**config.mk**
```make
export PLATFORM = sky130hd
export DESIGN_NAME = dram_addr_mux
export DESIGN_NICKNAME = d
export VERILOG_FILES = /design/src/rtl/dram_amux_pkg.sv /design/src/rtl/damux_map.sv /design/src/rtl/damux_page_trk.sv /design/src/rtl/damux_pin_reg.sv /design/src/rtl/dram_addr_mux.sv
export SDC_FILE = /design/constraint.sdc
export NUM_CORES = 1
export LEC_CHECK = 0
export CORE_MARGIN = 10
export CORE_UTILIZATION = 55
export DETAILED_ROUTE_END_ITERATION = 8
export DONT_BUFFER_PORTS = 1
export HOLD_SLACK_MARGIN = 0.02
export PLACE_DENSITY = 0.7
export SLEW_MARGIN = 20
export SYNTH_ARGS = -nofsm -noshare
export SYNTH_HDL_FRONTEND = slang
export SYNTH_SLANG_ARGS = --single-unit
```
**constraint.sdc**
```tcl
create_clock -name clk_i -period 3.1 [get_ports clk_i]
set_clock_uncertainty 0.2 [all_clocks]
set_input_delay 0 -clock clk_i [delete_from_list [all_inputs] [get_ports clk_i]]
set_output_delay 0 -clock clk_i [all_outputs]
set_load 0.02 [all_outputs]
```
**src/rtl/dram_amux_pkg.sv**
```systemverilog
package dram_amux_pkg;

  typedef enum logic [1:0] {
    PH_IDLE = 2'b00,
    PH_ROW  = 2'b01,
    PH_COL  = 2'b10,
    PH_RSVD = 2'b11
  } phase_e;

  typedef enum logic [1:0] {
    PS_W32  = 2'b00,
    PS_W8   = 2'b01,
    PS_W16  = 2'b10,
    PS_W32X = 2'b11
  } psize_e;

  localparam int PAGE_BITS = 9;   // 512-byte page
  localparam int REMAP_PIN = 17;  // pin whose column source depends on width

  // Low column pins that carry no information for a given width.
  function automatic logic [1:0] low_drop_mask(input logic [1:0] ps);
    case (ps)
      PS_W8:   low_drop_mask = 2'b00;
      PS_W16:  low_drop_mask = 2'b01;
      default: low_drop_mask = 2'b11;
    endcase
  endfunction

  function automatic logic is_byte_port(input logic [1:0] ps);
    is_byte_port = (ps == PS_W8);
  endfunction

endpackage

```
**src/rtl/damux_map.sv**
```systemverilog
module damux_map
  import dram_amux_pkg::*;
#(
  parameter int ADDR_W = 24,
  parameter int PIN_W  = 20
) (
  input  logic [ADDR_W-1:0] addr_i,
  input  logic [1:0]        size_i,
  output logic [PIN_W-1:0]  row_word_o,
  output logic [PIN_W-1:0]  col_word_o
);

  logic [PIN_W-1:0] col_raw;
  logic             byte_mode;
  logic [1:0]       drop;

  assign byte_mode = is_byte_port(size_i);
  assign drop      = low_drop_mask(size_i);

  for (genvar n = 0; n < PIN_W; n++) begin : g_pin
    if (n + PAGE_BITS < ADDR_W) begin : g_row_bit
      assign row_word_o[n] = addr_i[n + PAGE_BITS];
    end else begin : g_row_zero
      assign row_word_o[n] = 1'b0;
    end

    if (n == REMAP_PIN) begin : g_col_remap
      assign col_raw[n] = byte_mode ? addr_i[0] : addr_i[16];
    end else if (n < ADDR_W) begin : g_col_bit
      assign col_raw[n] = addr_i[n];
    end else begin : g_col_zero
      assign col_raw[n] = 1'b0;
    end
  end

  assign col_word_o = {col_raw[PIN_W-1:2], col_raw[1:0] & ~drop};

endmodule

```
**src/rtl/damux_page_trk.sv**
```systemverilog
module damux_page_trk
  import dram_amux_pkg::*;
#(
  parameter int ADDR_W = 24
) (
  input  logic              clk_i,
  input  logic              rst_ni,
  input  logic              open_i,
  input  logic [ADDR_W-1:0] addr_i,
  input  logic [1:0]        size_i,
  output logic              hit_o,
  output logic              valid_o
);

  localparam int TAG_W = ADDR_W - PAGE_BITS;

  logic [TAG_W-1:0] open_tag_q;
  logic [1:0]       open_size_q;
  logic             valid_q;
  logic [TAG_W-1:0] cur_tag;
  logic             size_same;

  assign cur_tag   = addr_i[ADDR_W-1:PAGE_BITS];
  assign size_same = (size_i == open_size_q);

  always_ff @(posedge clk_i) begin
    if (!rst_ni) begin
      valid_q     <= 1'b0;
      open_tag_q  <= '0;
      open_size_q <= '0;
    end else if (open_i) begin
      valid_q     <= 1'b1;
      open_tag_q  <= cur_tag;
      open_size_q <= size_i;
    end else if (!size_same) begin
      valid_q     <= 1'b0;
    end
  end

  assign valid_o = valid_q;
  assign hit_o   = valid_q && size_same && (cur_tag == open_tag_q);

endmodule

```
**src/rtl/damux_pin_reg.sv**
```systemverilog
module damux_pin_reg
  import dram_amux_pkg::*;
#(
  parameter int PIN_W = 20
) (
  input  logic             clk_i,
  input  logic             rst_ni,
  input  logic             load_row_i,
  input  logic             load_col_i,
  input  logic [PIN_W-1:0] row_word_i,
  input  logic [PIN_W-1:0] col_word_i,
  output logic [PIN_W-1:0] pins_o
);

  always_ff @(posedge clk_i) begin
    if (!rst_ni) begin
      pins_o <= '0;
    end else if (load_row_i) begin
      pins_o <= row_word_i;
    end else if (load_col_i) begin
      pins_o <= col_word_i;
    end
  end

endmodule

```
**src/rtl/dram_addr_mux.sv**
```systemverilog
module dram_addr_mux
  import dram_amux_pkg::*;
#(
  parameter int ADDR_W = 24,
  parameter int PIN_W  = 20
) (
  input  logic              clk_i,
  input  logic              rst_ni,
  input  logic [1:0]        phase_i,
  input  logic [1:0]        port_size_i,
  input  logic [ADDR_W-1:0] addr_i,
  output logic [PIN_W-1:0]  pin_addr_o,
  output logic              page_hit_o
);

  logic             row_open;
  logic             col_drive;
  logic             page_valid;
  logic [PIN_W-1:0] row_word;
  logic [PIN_W-1:0] col_word;

  assign row_open  = (phase_i == PH_ROW);
  assign col_drive = (phase_i == PH_COL);

  damux_map #(.ADDR_W(ADDR_W), .PIN_W(PIN_W)) u_map (
    .addr_i     (addr_i),
    .size_i     (port_size_i),
    .row_word_o (row_word),
    .col_word_o (col_word)
  );

  damux_pin_reg #(.PIN_W(PIN_W)) u_pins (
    .clk_i      (clk_i),
    .rst_ni     (rst_ni),
    .load_row_i (row_open),
    .load_col_i (col_drive),
    .row_word_i (row_word),
    .col_word_i (col_word),
    .pins_o     (pin_addr_o)
  );

  damux_page_trk #(.ADDR_W(ADDR_W)) u_page (
    .clk_i   (clk_i),
    .rst_ni  (rst_ni),
    .open_i  (row_open),
    .addr_i  (addr_i),
    .size_i  (port_size_i),
    .hit_o   (page_hit_o),
    .valid_o (page_valid)
  );

endmodule

```
==> reports/qor.txt <==
worst min-delay path category: in2out
number of antenna repair diodes: 0
total global routing overflow: 0
critical path start-end classification: in2reg
Hold Path Sink: page_hit_o
crit path time final: 2.22 ns
number of cells traversed by the worst hold path: 3
Worst-path clk slew: 0.12 ns
clock tree from TritonCTS: yes
floorplan die width: 76.2 um
final setup violation count: 0
number of distinct standard cells referenced by the synthesized netlist: 23
largest net degree at the start of global routing: 36
TritonCTS buffer count: 5
# DRC: 0
sequential fraction of design power: 56.6%
main combinational cell family by area after synthesis: multiplexers
vias in the first global route: 1,402
Synth Net Count: 208
critical path endpoint category: flip-flop
most common cell after layout, fill and taps aside: sky130_fd_sc_hd__dfxtp_1
maximum capacitance violations: 0
post-placement cell count: 208
fraction of layout instances using a drive strength above 1: 4.35%
count of non-filler cells in the finished layout: 251
post-synthesis sequential area ratio: 43.7%
most frequent cells in the layout: sky130_fd_sc_hd__dfxtp_1, sky130_fd_sc_hd__dlygate4sd3_1, sky130_fd_sc_hd__mux2i_1, sky130_fd_sc_hd__nor2b_1, sky130_fd_sc_hd__a21oi_1
Rel. slew slack: 30.9%
length of the first detailed-routing pass in iterations: 5
number of nets in the final layout: 239
reg2reg end: u_pins.pins_o[7]
starting DRC count in detailed routing: 81
leakage power of the design: 0.800 nW
final slew viol count: 0
CP Max Fanout: 30
Post-Synth XOR/XNOR Area: 8.56%
count of state elements after synthesis: 38
biggest area contributors in the synthesized netlist: sky130_fd_sc_hd__dfxtp_1, sky130_fd_sc_hd__mux2i_1, sky130_fd_sc_hd__xnor2_1
detail-routed via count per cell: 5.29
placeable core region: 3030 sq um
status: finished, final reports clean
vias after detailed routing: 1,327
antenna violations before repair: 0
arithmetic-cell share of the synthesized area counting full adders, half adders and majority gates: 2.16%
chip height: 76.2 um
first-pass GRT wire length: 7.11 mm
GRT Overall Usage: 14.9%
setup slack of the worst register-to-register path: 1.56 ns
routed length per placed instance: 17.0 um
post-cts gate resize count: 0
Area growth syn-to-layout: 23.2%
basic-gate share of the synthesized area counting and, or, nand and nor cells: 11.1%
mux contribution to synthesized area: 19.6%
clock latency at the later pin of the worst-skew pair: 0.35 ns
DRT Wirelength: 4.26 mm
combinational group share of total power: 15.8%
half-perimeter wire length after detailed placement: 2.73 mm
setup TNS after final layout: 0 ns
R2R cell count: 3
RSZ-0062 raised after global routing: no
Hold Vio Cnt, Final: 0
crit start category: input pin
synthesized cell area: 1740 sq um
worst endpoint required time: 3.21 ns
achievable frequency: 451 MHz
number of nets still failing antenna checks after routing: 0
Arr. time, crit path: 2.32 ns
clk buf depth: 2
gate count of the mapped netlist: 175
net switching component of the power: 0.294 mW
sw frac: 29.0%
slew at the pin with the worst max-slew slack: 1.04 ns
Root Buffer: sky130_fd_sc_hd__clkbuf_4
H-Tree Depth: 2
complex-gate fraction of the synthesized area: 10.1%
initial core utilization: 57.4%
P_int: 0.720 mW
GPL Wtd Cong: 0.734
average cell area after synthesis: 9.94 sq um
maximum vdd ir drop: 0.363 mV
worst min-delay path startpoint: addr_i[20]
cell taking the most area after synthesis: sky130_fd_sc_hd__dfxtp_1
floorplan row count: 20
part of the cycle the worst path needs: 71.5%
Crit Reg-Reg Startpoint: u_pins.pins_o[7]
Cell Pwr Density: 473 nW/um^2
clock power share: 27.6%
IO Port Bufs: 0
share of the synthesized area in the top cell type: 43.7%
warnings from Yosys: 0
full die area: 5810 sq um
Clock Sinks: 38
count of boundary I/O pins: 51
==> through the flow <==
stage               utilization (%)  hold WS (ns)  cell area (sq um)  worst slack [ns]  power, mW
floorplan                         -       -0.0718               1740              1.68      0.679
global placement               57.2       -0.0648               1730              1.49      0.689
detailed placement             57.2       -0.0582               1730              1.44      0.695
CTS                            70.8        0.0261               2140             0.875       1.01
global route                   70.8        0.0452               2140             0.726       1.06
finish                         70.8        0.0177               2140             0.884       1.01
==> repair_timing <==
action,CTS,global route
buffers inserted,0,0
hold buffers,35,0
hold endpoints to repair,39,0
==> synthesized netlist by cell type <==
master / count
sky130_fd_sc_hd__dfxtp_1: 38
sky130_fd_sc_hd__mux2i_1: 34
sky130_fd_sc_hd__a21oi_1: 17
sky130_fd_sc_hd__nor2b_1: 17
sky130_fd_sc_hd__o21ai_0: 15
sky130_fd_sc_hd__xnor2_1: 13
sky130_fd_sc_hd__clkbuf_1: 6
sky130_fd_sc_hd__nor2_1: 6
sky130_fd_sc_hd__inv_1: 5
sky130_fd_sc_hd__xor2_1: 4
sky130_fd_sc_hd__ha_1: 3
sky130_fd_sc_hd__nand4_1: 3
sky130_fd_sc_hd__buf_4: 2
sky130_fd_sc_hd__buf_6: 2
sky130_fd_sc_hd__nand2_1: 2
sky130_fd_sc_hd__a21boi_0: 1
sky130_fd_sc_hd__a311oi_1: 1
sky130_fd_sc_hd__buf_1: 1
sky130_fd_sc_hd__nand2b_1: 1
sky130_fd_sc_hd__nand3_1: 1
sky130_fd_sc_hd__nor3b_1: 1
sky130_fd_sc_hd__nor4_1: 1
sky130_fd_sc_hd__nor4_2: 1
==> worst max-delay path by stage <==
stage | end | startpoint | cells after the start | slack (ns)
finish | u_pins.pins_o[7] | phase_i[0] | 7 | 0.88
floorplan | page_hit_o | u_page.open_tag_q[12] | 4 | 1.68
CTS | u_pins.pins_o[7] | phase_i[0] | 7 | 0.87
global placement | u_pins.pins_o[10] | phase_i[1] | 4 | 1.49
global route | u_pins.pins_o[7] | phase_i[0] | 7 | 0.73
detailed placement | u_pins.pins_o[10] | phase_i[1] | 4 | 1.44
==> registers in the layout, indices dropped and copies added, names as in the netlist <==
name / count
u_pins.pins_o: 20
u_page.open_tag_q: 15
u_page.open_size_q: 2
u_page.valid_o: 1
==> critical path, cell delays in order <==
cell                            delay, ns
sky130_fd_sc_hd__dlygate4sd3_1       0.53
sky130_fd_sc_hd__inv_1               0.04
sky130_fd_sc_hd__ha_1                0.27
sky130_fd_sc_hd__inv_1               0.57
sky130_fd_sc_hd__o21ai_0             0.19
sky130_fd_sc_hd__a21oi_1             0.15
sky130_fd_sc_hd__dlygate4sd3_1       0.55
==> power by group through the flow <==
| stage | clock (mW) | combinational (mW) | sequential [mW] |
|---|---|---|---|
| after floorplan | 0 | 0.102 | 0.577 |
| after global placement | 0 | 0.105 | 0.584 |
| after detailed placement | 0 | 0.110 | 0.585 |
| after CTS | 0.279 | 0.160 | 0.574 |
| after global routing | 0.302 | 0.178 | 0.578 |
| final | 0.280 | 0.160 | 0.574 |
==> layer usage <==
| layer | up-vias | wire length (um) | GRT usage (%) |
|---|---|---|---|
| li1 | 662 | - | - |
| met1 | 622 | 1850 | 16.9 |
| met2 | 38 | 2010 | 24.1 |
| met3 | 5 | 342 | 7.08 |
| met4 | 0 | 55 | 4.46 |
| met5 | - | 0 | 0 |
==> layout make-up <==
cell class,instances,area [sq um]
Sequential cell,38,761
Clock inverter,1,5.00
Clock buffer,7,55.1
Fill cell,247,885
Multi-Input combinational cell,121,898
Timing Repair Buffer,35,350
Tap cell,44,55.1
Inverter,5,18.8
==> kinds of logic (layout without fill, tap and decap cells) <==
| family | after synthesis | count (layout) |
|---|---|---|
| xor+xnor | 17 | 17 |
| mux | 34 | 34 |
| buf+inv | 16 | 48 |
| fa+ha+maj | 3 | 3 |
| compound gates | 34 | 34 |
| simple gates | 33 | 33 |
| flops | 38 | 38 |
No activity file was read; power rests on OpenSTA's default activity.
